### config.mk
export PLATFORM = sky130hd
export DESIGN_NAME = nic_regbank
export DESIGN_NICKNAME = d
export VERILOG_FILES = /design/src/rtl/nic_regbank_pkg.sv /design/src/rtl/nic_cmd_ctrl.sv /design/src/rtl/nic_irq_unit.sv /design/src/rtl/nic_page_regs.sv /design/src/rtl/nic_regbank.sv
export SDC_FILE = /design/constraint.sdc
export NUM_CORES = 1
export LEC_CHECK = 0
export BUFFER_PORTS_ARGS = -buffer_cell sky130_fd_sc_hd__buf_2
export CORE_MARGIN = 5
export CORE_UTILIZATION = 30
export DETAILED_ROUTE_END_ITERATION = 8
export SKIP_CTS_REPAIR_TIMING = 1
export SLEW_MARGIN = 20
export SYNTH_ARGS = -nofsm -noshare
export SYNTH_HDL_FRONTEND = slang
export SYNTH_SLANG_ARGS = --single-unit
export TNS_END_PERCENT = 50
### constraint.sdc
create_clock -name clk -period 3.7 [get_ports clk]
set_input_delay 0.185 -clock clk [delete_from_list [all_inputs] [get_ports clk]]
set_output_delay 0.185 -clock clk [all_outputs]
set_load 0.005 [all_outputs]
### src/rtl/nic_regbank_pkg.sv
package nic_regbank_pkg;

    localparam int BYTE_W = 8;
    localparam int HOST_AW = 4;
    localparam int IDX_W = HOST_AW + 2;

    typedef logic [IDX_W-1:0] reg_idx_t;

    // page 0 indices
    localparam reg_idx_t IX_RING_BEG = 6'h01;
    localparam reg_idx_t IX_RING_END = 6'h02;
    localparam reg_idx_t IX_BND      = 6'h03;
    localparam reg_idx_t IX_TXPG     = 6'h04;
    localparam reg_idx_t IX_TXLEN_L  = 6'h05;
    localparam reg_idx_t IX_TXLEN_H  = 6'h06;
    localparam reg_idx_t IX_STATUS   = 6'h07;
    localparam reg_idx_t IX_RADR_L   = 6'h08;
    localparam reg_idx_t IX_RADR_H   = 6'h09;
    localparam reg_idx_t IX_RLEN_L   = 6'h0a;
    localparam reg_idx_t IX_RLEN_H   = 6'h0b;
    localparam reg_idx_t IX_DCFG     = 6'h0e;
    localparam reg_idx_t IX_MASK     = 6'h0f;
    // page 1 indices
    localparam reg_idx_t IX_STA_BASE = 6'h11;
    localparam reg_idx_t IX_CUR      = 6'h17;
    localparam reg_idx_t IX_MC_BASE  = 6'h18;

    // command bits
    localparam int CB_STOP  = 0;
    localparam int CB_START = 1;
    localparam int CB_TX    = 2;
    localparam int CB_RRD   = 3;
    localparam int CB_RWR   = 4;
    localparam logic [BYTE_W-1:0] CMD_RESET = 8'h01;

    // status bits
    localparam int SB_TX_OK  = 1;
    localparam int SB_RD_DONE = 6;
    localparam logic [BYTE_W-1:0] STATUS_RESET = 8'h80;
    localparam logic [BYTE_W-1:0] TX_STATUS_OK = 8'h01;

    typedef struct packed {
        logic tx_fire;
        logic rdma_fire;
        logic rdma_empty;
    } cmd_evt_t;

    typedef struct packed {
        logic [15:0] ring_beg;
        logic [15:0] ring_end;
        logic [7:0]  bnd;
        logic [7:0]  tx_pg;
        logic [15:0] tx_len;
        logic [15:0] radr;
        logic [15:0] rlen;
        logic [7:0]  dcfg;
        logic [7:0]  tx_stat;
    } pg0_regs_t;

    function automatic reg_idx_t make_idx(input logic [1:0] pg, input logic [HOST_AW-1:0] a);
        return {pg, a};
    endfunction

    function automatic logic [15:0] put_lo(input logic [15:0] cur, input logic [7:0] b);
        return {cur[15:8], b};
    endfunction

    function automatic logic [15:0] put_hi(input logic [15:0] cur, input logic [7:0] b);
        return {b, cur[7:0]};
    endfunction

endpackage

### src/rtl/nic_cmd_ctrl.sv
module nic_cmd_ctrl
    import nic_regbank_pkg::*;
(
    input  logic              clk,
    input  logic              rst,
    input  logic              wr_cmd,
    input  logic [BYTE_W-1:0] wdata,
    input  logic              rlen_zero,
    output logic [BYTE_W-1:0] cmd_q,
    output cmd_evt_t          evt,
    output logic              tx_req,
    output logic              rdma_req
);
    logic remote_go;

    always_comb begin
        remote_go      = wdata[CB_START] & (wdata[CB_RRD] | wdata[CB_RWR]);
        evt.tx_fire    = wr_cmd & wdata[CB_START] & wdata[CB_TX];
        evt.rdma_fire  = wr_cmd & remote_go & ~rlen_zero;
        evt.rdma_empty = wr_cmd & remote_go & rlen_zero;
    end

    always_ff @(posedge clk) begin
        if (rst) begin
            cmd_q    <= CMD_RESET;
            tx_req   <= 1'b0;
            rdma_req <= 1'b0;
        end else begin
            if (wr_cmd) cmd_q <= wdata;
            tx_req   <= evt.tx_fire;
            rdma_req <= evt.rdma_fire;
        end
    end
endmodule

### src/rtl/nic_irq_unit.sv
module nic_irq_unit
    import nic_regbank_pkg::*;
(
    input  logic              clk,
    input  logic              rst,
    input  logic [BYTE_W-1:0] set_bits,
    input  logic              clr_wr,
    input  logic              mask_wr,
    input  logic [BYTE_W-1:0] wdata,
    output logic [BYTE_W-1:0] status_q,
    output logic [BYTE_W-1:0] mask_q,
    output logic              irq
);
    logic [BYTE_W-1:0] clr_bits;

    always_comb begin
        clr_bits = clr_wr ? wdata : '0;
        irq      = |(status_q & mask_q);
    end

    always_ff @(posedge clk) begin
        if (rst) begin
            status_q <= STATUS_RESET;
            mask_q   <= '0;
        end else begin
            status_q <= (status_q & ~clr_bits) | set_bits;
            if (mask_wr) mask_q <= wdata;
        end
    end
endmodule

### src/rtl/nic_page_regs.sv
module nic_page_regs
    import nic_regbank_pkg::*;
#(
    parameter int STA_N = 6,
    parameter int MC_N  = 8
) (
    input  logic                    clk,
    input  logic                    rst,
    input  logic                    wr,
    input  reg_idx_t                idx,
    input  logic [BYTE_W-1:0]       wdata,
    input  logic                    tx_done,
    output pg0_regs_t               p0,
    output logic [BYTE_W-1:0]       cur_q,
    output logic [STA_N*BYTE_W-1:0] sta_flat,
    output logic [MC_N*BYTE_W-1:0]  mc_flat,
    output logic [BYTE_W-1:0]       rd_val
);
    logic [BYTE_W-1:0] sta_q [STA_N];
    logic [BYTE_W-1:0] mc_q  [MC_N];

    always_ff @(posedge clk) begin
        if (rst) begin
            p0    <= '0;
            cur_q <= '0;
        end else begin
            if (wr) begin
                case (idx)
                    IX_RING_BEG: p0.ring_beg <= {wdata, 8'h00};
                    IX_RING_END: p0.ring_end <= {wdata, 8'h00};
                    IX_BND:      p0.bnd      <= wdata;
                    IX_TXPG:     p0.tx_pg    <= wdata;
                    IX_TXLEN_L:  p0.tx_len   <= put_lo(p0.tx_len, wdata);
                    IX_TXLEN_H:  p0.tx_len   <= put_hi(p0.tx_len, wdata);
                    IX_RADR_L:   p0.radr     <= put_lo(p0.radr, wdata);
                    IX_RADR_H:   p0.radr     <= put_hi(p0.radr, wdata);
                    IX_RLEN_L:   p0.rlen     <= put_lo(p0.rlen, wdata);
                    IX_RLEN_H:   p0.rlen     <= put_hi(p0.rlen, wdata);
                    IX_DCFG:     p0.dcfg     <= wdata;
                    IX_CUR:      cur_q       <= wdata;
                    default: ;
                endcase
            end
            if (tx_done) p0.tx_stat <= TX_STATUS_OK;
        end
    end

    for (genvar g = 0; g < STA_N; g++) begin : g_sta
        always_ff @(posedge clk) begin
            if (rst) sta_q[g] <= '0;
            else if (wr && idx == IX_STA_BASE + reg_idx_t'(g)) sta_q[g] <= wdata;
        end
        assign sta_flat[g*BYTE_W +: BYTE_W] = sta_q[g];
    end

    for (genvar g = 0; g < MC_N; g++) begin : g_mc
        always_ff @(posedge clk) begin
            if (rst) mc_q[g] <= '0;
            else if (wr && idx == IX_MC_BASE + reg_idx_t'(g)) mc_q[g] <= wdata;
        end
        assign mc_flat[g*BYTE_W +: BYTE_W] = mc_q[g];
    end

    always_comb begin
        rd_val = '0;
        case (idx)
            IX_BND:  rd_val = p0.bnd;
            IX_TXPG: rd_val = p0.tx_stat;
            IX_CUR:  rd_val = cur_q;
            default: ;
        endcase
        for (int k = 0; k < STA_N; k++)
            if (idx == IX_STA_BASE + reg_idx_t'(k)) rd_val = sta_q[k];
        for (int k = 0; k < MC_N; k++)
            if (idx == IX_MC_BASE + reg_idx_t'(k)) rd_val = mc_q[k];
    end
endmodule

### src/rtl/nic_regbank.sv
module nic_regbank
    import nic_regbank_pkg::*;
#(
    parameter int STA_N = 6,
    parameter int MC_N  = 8
) (
    input  logic                    clk,
    input  logic                    rst,
    input  logic [HOST_AW-1:0]      addr,
    input  logic                    wr_en,
    input  logic [BYTE_W-1:0]       wr_data,
    input  logic                    rd_en,
    output logic [BYTE_W-1:0]       rd_data,
    input  logic [BYTE_W-1:0]       evt_set,
    output logic                    irq,
    output logic                    tx_req,
    output logic [15:0]             tx_addr,
    output logic [15:0]             tx_len,
    output logic                    rdma_req,
    output logic                    rdma_wr,
    output logic [15:0]             rdma_addr,
    output logic [15:0]             rdma_len,
    output logic [15:0]             ring_start,
    output logic [15:0]             ring_stop,
    output logic [BYTE_W-1:0]       ring_bnd,
    output logic [BYTE_W-1:0]       rx_cur,
    output logic [STA_N*BYTE_W-1:0] sta_addr,
    output logic [MC_N*BYTE_W-1:0]  mc_mask,
    output logic [BYTE_W-1:0]       dcfg
);
    logic [BYTE_W-1:0] cmd_q;
    logic [BYTE_W-1:0] isr_q;
    logic [BYTE_W-1:0] imr_q;
    logic [BYTE_W-1:0] set_vec;
    logic [BYTE_W-1:0] pg_rd;
    logic [BYTE_W-1:0] rd_next;
    logic [15:0]       rcnt_q;
    logic              at_cmd;
    logic              wr_cmd;
    logic              wr_reg;
    reg_idx_t          idx;
    cmd_evt_t          evt;
    pg0_regs_t         p0;

    always_comb begin
        at_cmd = (addr == '0);
        idx    = make_idx(cmd_q[7:6], addr);
        wr_cmd = wr_en & at_cmd;
        wr_reg = wr_en & ~at_cmd;
        rcnt_q = p0.rlen;
        set_vec = evt_set;
        set_vec[SB_TX_OK]   = evt_set[SB_TX_OK] | evt.tx_fire;
        set_vec[SB_RD_DONE] = evt_set[SB_RD_DONE] | evt.rdma_empty;
    end

    nic_cmd_ctrl u_cmd (
        .clk       (clk),
        .rst       (rst),
        .wr_cmd    (wr_cmd),
        .wdata     (wr_data),
        .rlen_zero (rcnt_q == 16'd0),
        .cmd_q     (cmd_q),
        .evt       (evt),
        .tx_req    (tx_req),
        .rdma_req  (rdma_req)
    );

    nic_irq_unit u_irq (
        .clk      (clk),
        .rst      (rst),
        .set_bits (set_vec),
        .clr_wr   (wr_reg && idx == IX_STATUS),
        .mask_wr  (wr_reg && idx == IX_MASK),
        .wdata    (wr_data),
        .status_q (isr_q),
        .mask_q   (imr_q),
        .irq      (irq)
    );

    nic_page_regs #(.STA_N(STA_N), .MC_N(MC_N)) u_pages (
        .clk      (clk),
        .rst      (rst),
        .wr       (wr_reg),
        .idx      (idx),
        .wdata    (wr_data),
        .tx_done  (evt.tx_fire),
        .p0       (p0),
        .cur_q    (rx_cur),
        .sta_flat (sta_addr),
        .mc_flat  (mc_mask),
        .rd_val   (pg_rd)
    );

    always_comb begin
        if (at_cmd)                rd_next = cmd_q;
        else if (idx == IX_STATUS) rd_next = isr_q;
        else                       rd_next = pg_rd;
    end

    always_ff @(posedge clk) begin
        if (rst)        rd_data <= '0;
        else if (rd_en) rd_data <= rd_next;
    end

    assign tx_addr    = {p0.tx_pg, 8'h00};
    assign tx_len     = p0.tx_len;
    assign rdma_wr    = cmd_q[CB_RWR];
    assign rdma_addr  = p0.radr;
    assign rdma_len   = p0.rlen;
    assign ring_start = p0.ring_beg;
    assign ring_stop  = p0.ring_end;
    assign ring_bnd   = p0.bnd;
    assign dcfg       = p0.dcfg;
endmodule

Word level (Yosys, flattened, before mapping)

Memories as Yosys holds them, arrays and structs flattened.
Cells that the tools add are included.

Flip-flop bits (word level): 131
Memory bits (writable): 112
Input port bits: 24
Output and inout port bits: 244
Word-level logic and storage cells: 196
Memories: 2

Memories:

| name          | depth | width | rd ports | clocked after memory_dff | wr ports | line                | text |
|---|---|---|---|---|---|---|---|
| u_pages.mc_q  | 8     | 8     | 8        | 0                        | 8        | nic_page_regs.sv:20 | `logic [BYTE_W-1:0] mc_q [MC_N];` |
| u_pages.sta_q | 6     | 8     | 6        | 0                        | 6        | nic_page_regs.sv:19 | `logic [BYTE_W-1:0] sta_q [STA_N];` |

Eq/ne operators: 28
Multiplexer cells: 79
Bitwise gates (word level): 37
Reductions and logical operators: 31

Operators with widths:

| operator                                                               | count |
|---|---|
| 8-bit two-way mux                                                      | 31 |
| 16-bit one-hot mux with 2 select lines                                 | 3 |
| 6-bit by 5-bit equality test with 1-bit output (second input constant) | 15 |
| 1-bit two-way mux                                                      | 44 |
| 6-bit by 4-bit equality test with 1-bit output (second input constant) | 6 |
| 6-bit by 3-bit equality test with 1-bit output (second input constant) | 4 |
| 8-bit one-hot mux with 3 select lines                                  | 1 |
| 3-bit AND reduction                                                    | 6 |
| 1-bit OR                                                               | 17 |
| 8-bit bitwise AND                                                      | 2 |
| 1-bit logical AND                                                      | 16 |
| 16-bit zero test                                                       | 1 |
| 6-bit by 2-bit equality test with 1-bit output (second input constant) | 2 |
| 2-bit AND reduction                                                    | 6 |
| 1-bit bitwise AND                                                      | 8 |
| 1-bit inverter                                                         | 8 |
| 8-bit inverter                                                         | 1 |
| 8-bit OR                                                               | 1 |
| 8-bit OR reduction                                                     | 1 |
| 6-bit by 1-bit equality test with 1-bit output (second input constant) | 1 |
| 4-bit zero test                                                        | 1 |

Depth between registers and ports, before layout

Depth after elaboration: 18
Depth in mapped cells: 10
Depth with buffers taken out: 6

Modules after synthesis

From an unflattened synthesis, not the netlist that was laid out.

Cell total of the unflattened synthesis: 1093
Area, all modules: 11224.5 um^2

Modules (own cells, without submodules):

| module        | instances | cells an instance | area each (um^2) | seq. area each (um^2) |
|---|---|---|---|---|
| nic_page_regs | 1         | 903               | 9526.6           | 5305.1 |
| nic_regbank   | 1         | 100               | 706.9            | 160.2 |
| nic_irq_unit  | 1         | 55                | 616.8            | 320.3 |
| nic_cmd_ctrl  | 1         | 35                | 374.1            | 200.2 |

Least setup slack after synthesis

No wires, ideal clock.

Path type: flip-flop to flip-flop
Start: reg u_cmd.cmd_q[6]
End: mem u_pages.mc_q[7][0], in the netlist u_pages.mc_q[1][24] (enable)
Setup time: 0.375 ns
Arrival time: 1.547 ns
Required time: 3.325 ns
Setup slack: 1.779 ns
Cell stages (with the launch flop): 6
Path buffers: 2
Period minus slack after synthesis: 1.921 ns
Cell sequence: dfxtp_1 -> buf_4 -> and4b_1 -> buf_2 -> nand2_1 -> o21bai_1

RTL lines:

| what                   | line                | text |
|---|---|---|
| from (decl)            | nic_cmd_ctrl.sv:9   | `output logic [BYTE_W-1:0] cmd_q,` |
| from (signal assigned) | nic_cmd_ctrl.sv:29  | `if (wr_cmd) cmd_q <= wdata;` |
| to (decl)              | nic_page_regs.sv:20 |  |

Worst setup path after layout

Start: reg u_cmd.cmd_q[6]
End: reg rd_data[6]

Cells in the longest elaborated chain, start to end: 18
Elaborated cells on any way between the ends: 35
Those cells by class: eq/ne: 18; mux: 17

RTL lines:

| what                                                                         | line                | text |
|---|---|---|
| 6-bit by 5-bit equality test with 1-bit output, or another cell as far along | nic_page_regs.sv:66 | `case (idx)` |
| 8-bit one-hot mux with 3 select lines                                        | nic_page_regs.sv:66 |  |
| 8-bit two-way mux (6 in series)                                              | nic_page_regs.sv:73 | `if (idx == IX_STA_BASE + reg_idx_t'(k)) rd_val = sta_q[k];` |
| 8-bit two-way mux (8 in series)                                              | nic_page_regs.sv:75 | `if (idx == IX_MC_BASE + reg_idx_t'(k)) rd_val = mc_q[k];` |
| 8-bit two-way mux                                                            | nic_regbank.sv:96   | `else if (idx == IX_STATUS) rd_next = isr_q;` |
| 8-bit two-way mux *                                                          | nic_regbank.sv:95   | `if (at_cmd) rd_next = cmd_q;` |
| to (signal assigned)                                                         | nic_regbank.sv:102  | `else if (rd_en) rd_data <= rd_next;` |
| to (decl)                                                                    | nic_regbank.sv:13   | `output logic [BYTE_W-1:0] rd_data,` |

Every way passes the cells marked *; elsewhere a longest branch is shown, timed or not.
A chain may end at the register's enable or synchronous reset.

==> impl_results.html <==
<table>
<tr><th>Metric</th><th>Value</th></tr>
<tr><th colspan="2">Global route</th></tr>
<tr><td>GRT Total Usage</td><td>18.6%</td></tr>
<tr><td>Wire length of the first global-routing pass</td><td>61,400 um</td></tr>
<tr><td>Via count of the first global-routing pass</td><td>8,862</td></tr>
<tr><td>Number of antenna violations at the first check in global routing</td><td>2</td></tr>
<tr><td>Pin count of the biggest net entering global routing</td><td>104</td></tr>
<tr><td>Remaining global-route overflow</td><td>0</td></tr>
<tr><th colspan="2">Layout</th></tr>
<tr><td>Summed area of non-filler cells in the final layout</td><td>13,500 um2</td></tr>
<tr><td>Final net count</td><td>1,296</td></tr>
<tr><td>Number of filler cells placed in the layout</td><td>3,962</td></tr>
<tr><td>Final core area utilization</td><td>35.0%</td></tr>
<tr><td>Layout cell share with drive strength beyond 1</td><td>26.0%</td></tr>
<tr><td>Area of all sequential standard cells</td><td>5990 um2</td></tr>
<tr><td>Count of placed standard cells in the final layout, fillers left out</td><td>1,813</td></tr>
<tr><td>Multi-input combinational cell area</td><td>4480 um2</td></tr>
<tr><td>Relative area change from synthesis to final layout</td><td>15.7%</td></tr>
<tr><th colspan="2">Placement</th></tr>
<tr><td>Area after detailed placement</td><td>12,400 um2</td></tr>
<tr><td>Port Buffer Count</td><td>243</td></tr>
<tr><td>Placed insts</td><td>1,752</td></tr>
<tr><td>Estimated wirelength of the detail-placed design</td><td>29,400 um</td></tr>
<tr><td>Routability Congestion</td><td>0.898</td></tr>
<tr><td>Pre-CTS setup slack</td><td>0.935 ns</td></tr>
<tr><th colspan="2">Timing</th></tr>
<tr><td>Hold Vio Cnt, Final</td><td>0</td></tr>
<tr><td>Share of the cycle needed by the critical path after routing</td><td>76.9%</td></tr>
<tr><td>Post-route setup TNS</td><td>0 ns</td></tr>
<tr><td>Worst clock skew</td><td>0.0254 ns</td></tr>
<tr><td>Number of slew-limit violations in the final report</td><td>0</td></tr>
<tr><td>Pin slew with the least headroom to its limit</td><td>1.10 ns</td></tr>
<tr><td>Final number of setup-violating endpoints</td><td>0</td></tr>
<tr><td>Unrepaired setup endpoints after global routing</td><td>false</td></tr>
<tr><td>Timing-limited maximum frequency</td><td>352 MHz</td></tr>
<tr><td>Post-route worst setup slack</td><td>0.856 ns</td></tr>
<tr><td>Final critical path time including I/O delays and setup</td><td>2.84 ns</td></tr>
<tr><td>Worst hold margin</td><td>0.120 ns</td></tr>
<tr><td>Worst slew slack as a fraction of its limit</td><td>26.5%</td></tr>
<tr><th colspan="2">Worst setup path</th></tr>
<tr><td>Crit Path Max Fanout</td><td>14</td></tr>
<tr><td>Type of the worst setup path</td><td>reg -&gt; reg</td></tr>
<tr><td>Data arrival time at the worst-slack endpoint</td><td>3.31 ns</td></tr>
<tr><td>Launching instance or port of the critical path</td><td>u_cmd.cmd_q[6]$_SDFFE_PP0P_</td></tr>
<tr><td>Crit. End Element</td><td>register</td></tr>
<tr><td>Reg2Reg Launch Point</td><td>u_cmd.cmd_q[6]$_SDFFE_PP0P_</td></tr>
<tr><td>R2r worst-path depth</td><td>6</td></tr>
<tr><td>Critical-path cell list</td><td>nand4bb_1, nor2_2, a21oi_1, a211oi_1, o211ai_1, a211oi_1</td></tr>
<tr><td>WP data required</td><td>4.17 ns</td></tr>
<tr><td>Capturing point of the worst reg2reg path</td><td>rd_data[6]$_SDFFE_PP0P_</td></tr>
<tr><td>Critical path endpoint</td><td>rd_data[6]$_SDFFE_PP0P_</td></tr>
<tr><td>Critical path's slowest cell</td><td>dfxtp_1</td></tr>
<tr><td>Critical Path Start Type</td><td>register</td></tr>
<tr><td>Register-to-register setup slack</td><td>0.86 ns</td></tr>
<tr><td>Most frequent cell on the critical path</td><td>a211oi_1</td></tr>
<tr><td>Peak per-stage delay on the critical path</td><td>0.67 ns</td></tr>
<tr><th colspan="2">Synth</th></tr>
<tr><td>Yosys reg bits</td><td>243</td></tr>
<tr><td>Total number of yosys warnings</td><td>0</td></tr>
<tr><td>Library cell occupying the most area in the post-synthesis netlist</td><td>edfxtp_1</td></tr>
<tr><td>Number of unique standard cell types used by synthesis</td><td>70</td></tr>
<tr><td>Average cell area after synthesis</td><td>10.0 um2</td></tr>
<tr><td>Synthesized instance count</td><td>1,162</td></tr>
<tr><td>Cell types occupying the most area after synthesis</td><td>edfxtp_1 (29%), dfxtp_1 (22%), buf_4 (7.7%)</td></tr>
<tr><td>Synth top cells by count</td><td>dfxtp_1 (131), buf_4 (120), nor2_1 (118)</td></tr>
<tr><td>Leading register cell type out of synthesis</td><td>dfxtp_1</td></tr>
<tr><td>Share of synthesized area occupied by flip-flops and latches</td><td>51.4%</td></tr>
<tr><td>Most numerous cell in the Yosys netlist</td><td>dfxtp_1</td></tr>
<tr><td>Area share of the largest cell type after synthesis</td><td>28.9%</td></tr>
<tr><td>Number of enable flip-flop cells after synthesis</td><td>112</td></tr>
<tr><td>Fraction of registers with async set or reset after synthesis</td><td>0%</td></tr>
<tr><td>Post-synthesis cell area</td><td>11,700 um2</td></tr>
<tr><th colspan="2">Floorplanning</th></tr>
<tr><td>Die Height</td><td>207 um</td></tr>
<tr><td>Chip width</td><td>207 um</td></tr>
<tr><td>Core Footprint</td><td>38,600 um2</td></tr>
<tr><td>Rows</td><td>72</td></tr>
<tr><td>Die ar.</td><td>42,900 um2</td></tr>
<tr><td>Starting utilization of the core area</td><td>30.2%</td></tr>
<tr><td>Total I/O pin count</td><td>268</td></tr>
<tr><th colspan="2">Clock tree</th></tr>
<tr><td>CTS Root Buffer Type</td><td>clkbuf_16</td></tr>
<tr><td>Maximum root-to-sink buffer count</td><td>3</td></tr>
<tr><td>Insertion delay of the later-clocked pin in the worst-skew pair</td><td>0.56 ns</td></tr>
<tr><td>Clock-pin slew of the registers on the worst-case setup and hold paths</td><td>0.06 ns</td></tr>
<tr><td>Number of buffers added by the clock tree synthesis step</td><td>28</td></tr>
<tr><td>Clock tree from TritonCTS</td><td>yes</td></tr>
<tr><td>Number of H-tree levels</td><td>1</td></tr>
<tr><td>Clock Sink Count</td><td>243</td></tr>
<tr><th colspan="2">Detailed routing</th></tr>
<tr><td>Detailed-routing iteration count for the pre-antenna-repair pass</td><td>5</td></tr>
<tr><td>Number of vias after detailed routing</td><td>9,427</td></tr>
<tr><td>Drt initial violations</td><td>1,142</td></tr>
<tr><td>Count of unresolved DRC violations after routing</td><td>0</td></tr>
<tr><td>Routed wire length</td><td>42,100 um</td></tr>
<tr><td>Post-route antenna net violation count</td><td>0</td></tr>
<tr><td>Via density</td><td>5.20</td></tr>
<tr><td>Average wire per cell in the routed design</td><td>23.2 um</td></tr>
<tr><th colspan="2">Worst hold path</th></tr>
<tr><td>Path class of the lowest-slack min-delay path</td><td>in -&gt; reg</td></tr>
<tr><th colspan="2">Pwr</th></tr>
<tr><td>Peak supply drop</td><td>0.289 mV</td></tr>
<tr><td>Total power draw</td><td>6.23 mW</td></tr>
<tr><td>Leak pwr</td><td>5.83 nW</td></tr>
<tr><td>Power per cell area</td><td>462 nW/um2</td></tr>
<tr><th colspan="2">Outcome</th></tr>
<tr><td>Result of the run</td><td>complete, no violations</td></tr>
<tr><th colspan="2">Run</th></tr>
<tr><td>Max cap viols</td><td>0</td></tr>
</table>
## layout by cell type, fill, tap and decap left out, types with 32 or more instances in the layout
master    synthesis  final
a21oi_1          57     57
and2_1           55     55
and3_1           71     71
buf_2            18    242
dfxtp_1         131    131
edfxtp_1        112    112
mux2i_1          80     80
nand2_1          95     95
nand3_1          32     32
nor2_1          118    117
## worst min path at each step
stage	start	endpoint	slack, ns	cells after the start
6_report	wr_en	u_cmd.cmd_q[7]$_SDFFE_PP0P_	0.12	3
3_5_place_dp	evt_set[7]	u_irq.status_q[7]$_SDFF_PP1_	0.37	2
2_1_floorplan	evt_set[7]	u_irq.status_q[7]$_SDFF_PP1_	0.28	1
4_1_cts	evt_set[7]	u_irq.status_q[7]$_SDFF_PP1_	-0.21	2
3_3_place_gp	evt_set[7]	u_irq.status_q[7]$_SDFF_PP1_	0.37	2
5_1_grt	wr_en	u_cmd.cmd_q[6]$_SDFFE_PP0P_	0.10	3
## area by class of cell
class | instances | area share, %
Sequential cell | 243 | 44.4
Multi-Input combinational cell | 732 | 33.2
Timing Repair Buffer | 264 | 10.4
Clock buffer | 35 | 5.93
Tap cell | 518 | 4.81
Clock inverter | 17 | 1.21
Inverter | 3 | 0.0835
Antenna cell | 1 | 0.0186
## sequential cells by signal (all words and copies together), names as in the netlist
signal and cells:
rd_data 8, u_cmd.cmd_q 8, u_cmd.rdma_req 1, u_cmd.tx_req 1, u_irq.mask_q 8, u_irq.status_q 8, u_pages.cur_q 8, u_pages.mc_q 64
u_pages.p0 89, u_pages.sta_q 48
## report_power, final
part | switching [mW] | internal [mW]
registers | 0.0698 | 2.87
clock network | 1.14 | 1.73
logic | 0.297 | 0.124
total | 1.50 | 4.73
## layer usage
layer	part of all wire (%)	wire length [um]	GRT usage (%)
met5	0.059	25	0
met4	3.1	1320	5.22
met3	12	4880	6.26
met2	46	19400	29.8
met1	39	16500	24.0
## logic make-up (layout without fill, tap and decap cells)
family	count (synthesis)	after routing	synth area share [%]
compound gates	181	181	10.3
buf+inv	210	319	11.0
flops	243	243	51.4
mux	88	88	7.84
other cells	1	25	0.0322
simple gates	439	439	19.5
## worst max-delay path, delay by kind of cell, from the launching register on
family          cells  cell delay (ns)
flops               1             0.67
simple gates        2             1.20
compound gates      4             0.87
No activity file was read; power rests on OpenSTA's default activity.
